===== src/rtl/gpio_port_arb.sv =====
module gpio_port_arb #(
  parameter int WIDTH    = 8,
  parameter int AW       = 2,
  parameter int DATA_OFS = 0,
  parameter int IN_OFS   = 1,
  parameter int DIR_OFS  = 2
) (
  input  logic             clk,
  input  logic             rst_n,
  input  logic             bus_we,
  input  logic [AW-1:0]    bus_addr,
  input  logic [WIDTH-1:0] bus_wdata,
  output logic [WIDTH-1:0] bus_rdata,
  input  logic [WIDTH-1:0] lcd_en,
  input  logic [WIDTH-1:0] lcd_val,
  input  logic [WIDTH-1:0] pwm_en,
  input  logic [WIDTH-1:0] pwm_val,
  input  logic [WIDTH-1:0] pad_in,
  output logic [WIDTH-1:0] pad_out,
  output logic [WIDTH-1:0] pad_oe
);

  logic [WIDTH-1:0] latch_q, dir_q, meta_q, pin_q;

  // Pin sampling is deliberately outside reset: it only mirrors the pads.
  always_ff @(posedge clk) begin
    meta_q <= pad_in;
    pin_q  <= meta_q;
  end

  always_ff @(posedge clk) begin
    if (!rst_n) begin
      latch_q <= '0;
      dir_q   <= '0;
    end else if (bus_we) begin
      if (bus_addr == AW'(DATA_OFS)) latch_q <= bus_wdata;
      if (bus_addr == AW'(DIR_OFS))  dir_q   <= bus_wdata;
    end
  end

  always_comb begin
    if (bus_addr == AW'(DATA_OFS))     bus_rdata = (latch_q & dir_q) | (pin_q & ~dir_q);
    else if (bus_addr == AW'(IN_OFS))  bus_rdata = pin_q;
    else if (bus_addr == AW'(DIR_OFS)) bus_rdata = dir_q;
    else                               bus_rdata = '0;
  end

  assign pad_out = (lcd_en & lcd_val) | (~lcd_en & pwm_en & pwm_val) | (~lcd_en & ~pwm_en & latch_q);
  assign pad_oe  = lcd_en | pwm_en | dir_q;

endmodule


===== config.mk =====
export PLATFORM = sky130hd
export DESIGN_NAME = gpio_port_arb
export DESIGN_NICKNAME = d
export VERILOG_FILES = /design/src/rtl/gpio_port_arb.sv
export SDC_FILE = /design/constraint.sdc
export NUM_CORES = 1
export LEC_CHECK = 0
export BUFFER_PORTS_ARGS = -buffer_cell sky130_fd_sc_hd__buf_4
export CAP_MARGIN = 25
export CORE_MARGIN = 2
export CORE_UTILIZATION = 47
export CTS_CLUSTER_DIAMETER = 50
export DETAILED_ROUTE_END_ITERATION = 8
export PLACE_DENSITY = 0.84
export SKIP_LAST_GASP = 1
export SYNTH_ARGS = -nofsm -noshare
export SYNTH_HDL_FRONTEND = slang
export SYNTH_SLANG_ARGS = --single-unit
export TNS_END_PERCENT = 5

===== constraint.sdc =====
create_clock -name clk -period 2.25 [get_ports clk]
set_input_delay 0.45 -clock clk [delete_from_list [all_inputs] [get_ports clk]]
set_output_delay 0.45 -clock clk [all_outputs]
set_load 0.02 [all_outputs]

==> flow_summary_export.csv, run 1 <==
group,metric,value,unit
sta,finalCritPeriodShare,73.5,%
route,drt-pass1-iter-count,4,
final_layout,multiInputGateArea,686,um^2
setup_path,timing.rr.start,"dir_q[7]$_SDFFE_PN0P_",
place,postPlaceCellArea,1940,um^2
sta,period_needed,1.65,ns
logic_synthesis,ys.flop_type,"dfxtp_1",
floorplanning,rows,19,
clocking,cts_buffers,5,
route,drtIter0Drc,15,
sta,worstMarginPinSlew,0.542,ns
power,peakVddDrop,0.589,mV
sta,fin_worst_skew,0.00632,ns
logic_synthesis,yosys.area_share.simple,23.7,%
logic_synthesis,yosysTopAreaCell,"dfxtp_1",
logic_synthesis,syn-cell-area,1380,um^2
route,finalWirelength,3.23,mm
setup_path,cp_max_fo,3,
logic_synthesis,ys_ff_latch,32,
floorplanning,die_w,58.1,um
floorplanning,die_y,58.1,um
logic_synthesis,synth_top_family_by_area,"simple AND/OR/NAND/NOR gates",
route,drcViolationCount,0,
clocking,cts_tree,"done",
global_routing,grt_pass1_wl,5.14,mm
sta,relSlewSlack,63.8,%
sta,finalSetupTns,0,ns
place,gp_congestion,0.789,
clocking,cts_buffer_depth,2,
run_status,status,"completed",
clocking,cts_resized,0,
sta,hold_viol_final,0,
global_routing,antenna_found_initial,0,
logic_synthesis,synth_cell_type_count,13,
logic_synthesis,synth_fa_ha_area_share,0,%
power,switchingPower,0.300,mW
power,clkPwrFrac,36.2,%
route,vias,1259,
clocking,cts_hold_buf,0,
global_routing,gr-usage-all-layers,20.4,%
power,swShare,22.8,%
clocking,cts_sinks,32,
sta,rsz0062_at_grt,"false",
worst_hold_path,min_from,"pad_in[7]",
route,vias_per_cell,4.96,
logic_synthesis,synth_nets,197,
logic_synthesis,synthTopCellsByCount,"dfxtp_1, mux2i_1, nand2_1, nand2b_1",
route,ant_nets,0,
place,port_buffers,76,
floorplanning,die_area,3370,um^2
floorplanning,io_pins,77,
setup_path,crit_type,"flip-flop to primary output",
job,cap_violations,0,
final_layout,num_antenna_cells,0,
logic_synthesis,postSynthAreaPerCell,9.55,um^2
logic_synthesis,synthArstFlopShare,0,%
setup_path,start_kind,"flip-flop",
logic_synthesis,synth_edf_count,0,
global_routing,grt-ovfl-total,0,
final_layout,area.sequential,641,um^2
logic_synthesis,synthTopCellsByArea,"dfxtp_1, mux2i_1, nand2_1, nand2b_1, or3_1",
power,internal-power,1.02,mW
logic_synthesis,netlist.area_leader.share,46.6,%
worst_hold_path,hold_path.class,"input port to flip-flop",
clocking,htree_num_levels,2,
clocking,cts-root-buf,"clkbuf_4",
sta,fmax,605,MHz
route,wl_per_cell,12.7,um
setup_path,crit_start,"dir_q[0]$_SDFFE_PN0P_",
setup_path,cp_data_required_time,1.80,ns
power,p_comb_share,18.0,%
logic_synthesis,syn-instance-count,144,
clocking,clock_latency,0.33,ns
setup_path,end_kind,"primary output",
clocking,cts_setup_buffers,0,
power,seq_power_share,45.8,%
floorplanning,coreArea,2760,um^2
final_layout,fillers,207,
final_layout,nNetsFinal,275,
floorplanning,start_util,49.9,%
logic_synthesis,synth_xor_xnor_area_share,0,%
power,pwr_density_cell,645,nW/um^2
place,hpwlAfterDp,2.56,mm
clocking,path_clk_slew,0.10,ns
logic_synthesis,ys_warn_count,0,
final_layout,drive_above_1_share,38.6,%
logic_synthesis,ys_seq_area_share,46.6,%
sta,setup_violations,0,
logic_synthesis,synth.mux.area_fraction,23.3,%
sta,slew_violations,0,
final_layout,postLayoutCellArea,2040,um^2
power,leakage,1.02,nW
logic_synthesis,synth_compound_area_share,2.91,%
global_routing,grt_pass1_vias,1274,
setup_path,worstPathArrival,1.20,ns
final_layout,area_growth,48.2,%
global_routing,grt_start_max_net_pins,25,
==> state kept, by name, summed over array words and instances, names as in the netlist <==
register / count
dir_q: 8
latch_q: 8
meta_q: 8
pin_q: 8
==> per-stage QoR <==
step	power [mW]	std cells	hold slack [ns]	util (%)	setup WS, ns
6_report	1.31	254	0.224	73.9	0.596
3_5_place_dp	0.853	246	0.316	70.5	0.645
5_1_grt	1.36	254	0.201	73.9	0.526
4_1_cts	1.33	254	0.210	73.9	0.577
2_1_floorplan	0.724	144	0.310	-	0.600
3_3_place_gp	0.846	246	0.311	70.5	0.647
==> layout make-up <==
type,instances,area share [%]
tap,31,1.90
sequential,32,31.4
multi-input combinational,106,33.6
timing repair buffer,77,28.4
clock buffer,7,3.19
clock inverter,1,1.47
==> worst paths after layout <==
check	endpoint	slack (ns)	cells after the start
setup / recovery	bus_rdata[0]	0.60	3
hold / removal	meta_q[7]$_DFF_P_	0.22	1
setup reg to reg	dir_q[7]$_SDFFE_PN0P_	1.60	2
hold reg to reg	pin_q[2]$_DFF_P_	0.33	0
==> layer usage <==
metal / part of all wire, % / wire length, um / vias up / global-route usage (%)
met3: 7.8 / 252 / 4 / 7.14
met2: 52 / 1690 / 50 / 39.0
met4: 0.99 / 32 / 0 / 6.31
met1: 39 / 1260 / 569 / 20.5
li1: - / - / 636 / -
met5: 0 / 0 / - / 0
==> cells in the final DEF (no fill, tap or decap) <==
master,n
o21ai_0,8
dfxtp_1,32
clkbuf_8,2
nand3b_1,1
nand2_1,32
mux2i_1,32
nor2_1,8
nor3b_2,1
and2b_1,4
or3_1,8
buf_4,77
nand2b_1,11
nor2b_1,1
clkbuf_4,5
bufinv_16,1
==> cells by family (layout without fill, tap and decap cells) <==
group / after synthesis / after routing
AOI/OAI and AO/OA: 8 / 8
buffers and inverters: 6 / 85
DFF: 32 / 32
muxes: 32 / 32
and+or+nand+nor: 66 / 66
==> worst max-delay path, cell delays in order (launching register included) <==
cell and delay [ns]:
dfxtp_1 0.38, and2b_1 0.15, mux2i_1 0.19, buf_4 0.16
==> power groups by stage <==
stage	clock (mW)	combinational, mW	sequential [mW]
detailed placement	0	0.238	0.616
global route	0.504	0.254	0.605
CTS	0.487	0.239	0.603
global placement	0	0.232	0.615
finish	0.476	0.236	0.602
floorplan	0	0.112	0.612
Note: power is estimated with default switching activity, not from simulation.
==> inputs of run 2 (changes only) <==
Settings changed: CORE_UTILIZATION 47 to 39, PLACE_DENSITY 0.84 to 0.75.
Clock period 2.25 ns to 1.5 ns, I/O delays scaled along.
==> run 2 against run 1 <==
  * Worst hold slack lost 0.15 ns
  * Clock power shrank 15%
  * Register-to-register slack lost 0.73 ns
  * Final area shrank 0.49%
  * Sequential power grew 50%
  * Global-route usage shrank 4.4 points
  * First-iteration DRC count grew 53%
  * Sequential share of layout area grew 0.34 points
  * Die area grew 19%
  * Count of clock-buffer cells in the layout shrank 2
  * Sequential cell count is the same
==> flow_summary_export.csv, run 2 (synthesis results as in run 1) <==
group,metric,value,unit
final_layout,nNetsFinal,278,
setup_path,r2r_cells,2,
floorplanning,die_area,4020,um^2
sta,fmax,672,MHz
route,finalWirelength,2.98,mm
route,top_layer,"met4",
place,dp_slack,0.175,ns
sta,setup_violations,0,
clocking,cts-root-buf,"clkbuf_4",
route,vias_per_cell,4.49,
power,power,1.66,mW
global_routing,antenna_found_initial,0,
route,dr_wl_met2,1.37,mm
job,cap_violations,0,
sta,setup_ws,0.0114,ns
global_routing,grt_start_max_net_pins,25,
route,vias,1209,
final_layout,area_growth,47.5,%
setup_path,worstPathArrival,1.19,ns
route,wl_met3,220,um
sta,slew_violations,0,
final_layout,fin_cells,269,
worst_hold_path,hold_depth,1,
place,hpwlAfterDp,2.30,mm
setup_path,cp_data_required_time,1.20,ns
place,dp_cells,264,
run_status,status,"completed",
setup_path,r2r_slack,0.87,ns
floorplanning,coreArea,3360,um^2
final_layout,drive_above_1_share,40.4,%
place,port_buffers,76,
route,wl_per_cell,11.1,um
sta,hold_viol_final,0,
setup_path,cp_max_fo,3,
final_layout,layout_commonest_cell,"buf_4",
setup_path,end_kind,"primary output",
floorplanning,rows,21,
clocking,cts_tree,"done",
power,peakVddDrop,0.674,mV
floorplanning,die_y,63.4,um
route,drt-pass1-iter-count,3,
setup_path,r2r-end,"dir_q[5]$_SDFFE_PN0P_",
route,drtIter0Drc,23,
sta,fin_worst_skew,0.00967,ns
final_layout,fillers,327,
clocking,cts_buffer_depth,2,
global_routing,grt_pass1_vias,1146,
clocking,cts_sinks,32,
global_routing,gr-usage-all-layers,16.0,%
sta,finalCritPeriodShare,99.2,%
clocking,path_clk_slew,0.08,ns
final_layout,multiInputGateArea,688,um^2
global_routing,grt_pass1_wl,4.97,mm
final_layout,area.sequential,644,um^2
worst_hold_path,min_from,"pad_in[3]",
sta,period_needed,1.49,ns
sta,rsz0062_at_grt,"true",
power,pwr_density_cell,818,nW/um^2
setup_path,start_kind,"flip-flop",
sta,finalSetupTns,0,ns
worst_hold_path,hold_path.class,"input port to flip-flop",
worst_hold_path,hold_end,"meta_q[3]$_DFF_P_",
clocking,htree_num_levels,2,
sta,worstMarginPinSlew,0.235,ns
sta,relSlewSlack,84.3,%
place,gp_congestion,0.721,
clocking,clock_latency,0.32,ns
setup_path,crit_type,"flip-flop to primary output",
floorplanning,die_w,63.4,um
route,drcViolationCount,0,
final_layout,num_antenna_cells,0,
power,leakage,1.01,nW
setup_path,timing.rr.start,"dir_q[5]$_SDFFE_PN0P_",
global_routing,grt-ovfl-total,0,
floorplanning,start_util,40.9,%
clocking,cts_buffers,5,
floorplanning,io_pins,77,
route,ant_nets,0,
route,wl_met1,1.35,mm
final_layout,layout_common_cells,"buf_4, mux2i_1, nand2_1, dfxtp_1, nand2b_1",
-- run 2: cell count changes in the layout (fill, tap and decap cells not counted), sizes merged --
cell    before  now
bufinv       1    0
clkbuf       7    5
buf         77   80
-- run 2: how the worst max path moves through the flow --
stage / to / depth (start not counted) / start / slack [ns]
3_5_place_dp: bus_rdata[2] / 4 / bus_addr[0] / 0.18
2_1_floorplan: bus_rdata[3] / 4 / bus_addr[1] / 0.15
3_3_place_gp: bus_rdata[0] / 4 / bus_addr[0] / 0.19
5_1_grt: bus_rdata[1] / 3 / dir_q[1]$_SDFFE_PN0P_ / -0.06
4_1_cts: pad_oe[7] / 2 / dir_q[7]$_SDFFE_PN0P_ / -0.008
6_report: pad_oe[5] / 2 / dir_q[5]$_SDFFE_PN0P_ / 0.01
-- run 2: critical path, stage by stage, from the launching register on --
cell	delay (ns)
dfxtp_1	0.34
or3_1	0.37
buf_4	0.16
-- run 2: through the flow --
stage          hold WS, ns  area [um^2]  utilization, %
2_1_floorplan        0.310         1380               -
3_3_place_gp         0.310         1980            59.0
3_5_place_dp         0.314         1980            59.0
4_1_cts             0.0638         2020            60.2
5_1_grt             0.0359         2030            60.3
6_report            0.0761         2030            60.3
-- run 2: report_power, final --
group          switching, mW  leakage, nW  total, mW  internal, mW
logic                  0.156        0.716      0.353         0.197
clock network          0.247       0.0230      0.403         0.156
registers             0.0167        0.266      0.904         0.887
-- run 2: metal layers --
| metal | vias to the layer above | GRT usage, % |
|---|---|---|
| met5 | - | 0 |
| met4 | 0 | 5.71 |
| li1 | 638 | - |
| met1 | 530 | 19.6 |
| met3 | 5 | 7.14 |
| met2 | 36 | 24.7 |
-- run 2: what timing repair did --
action	CTS	global route
pin swaps	0	0
hold buffers	0	0
buffers inserted	0	0
endpoints found under the setup margin	4	15
gates resized for setup	1	3
-- run 2: cell type report --
cell class                      instances  area share [%]
Multi-Input combinational cell        106            33.9
Sequential cell                        32            31.8
Timing Repair Buffer                   80            29.6
Tap cell                               46            2.84
Clock buffer                            5            1.85
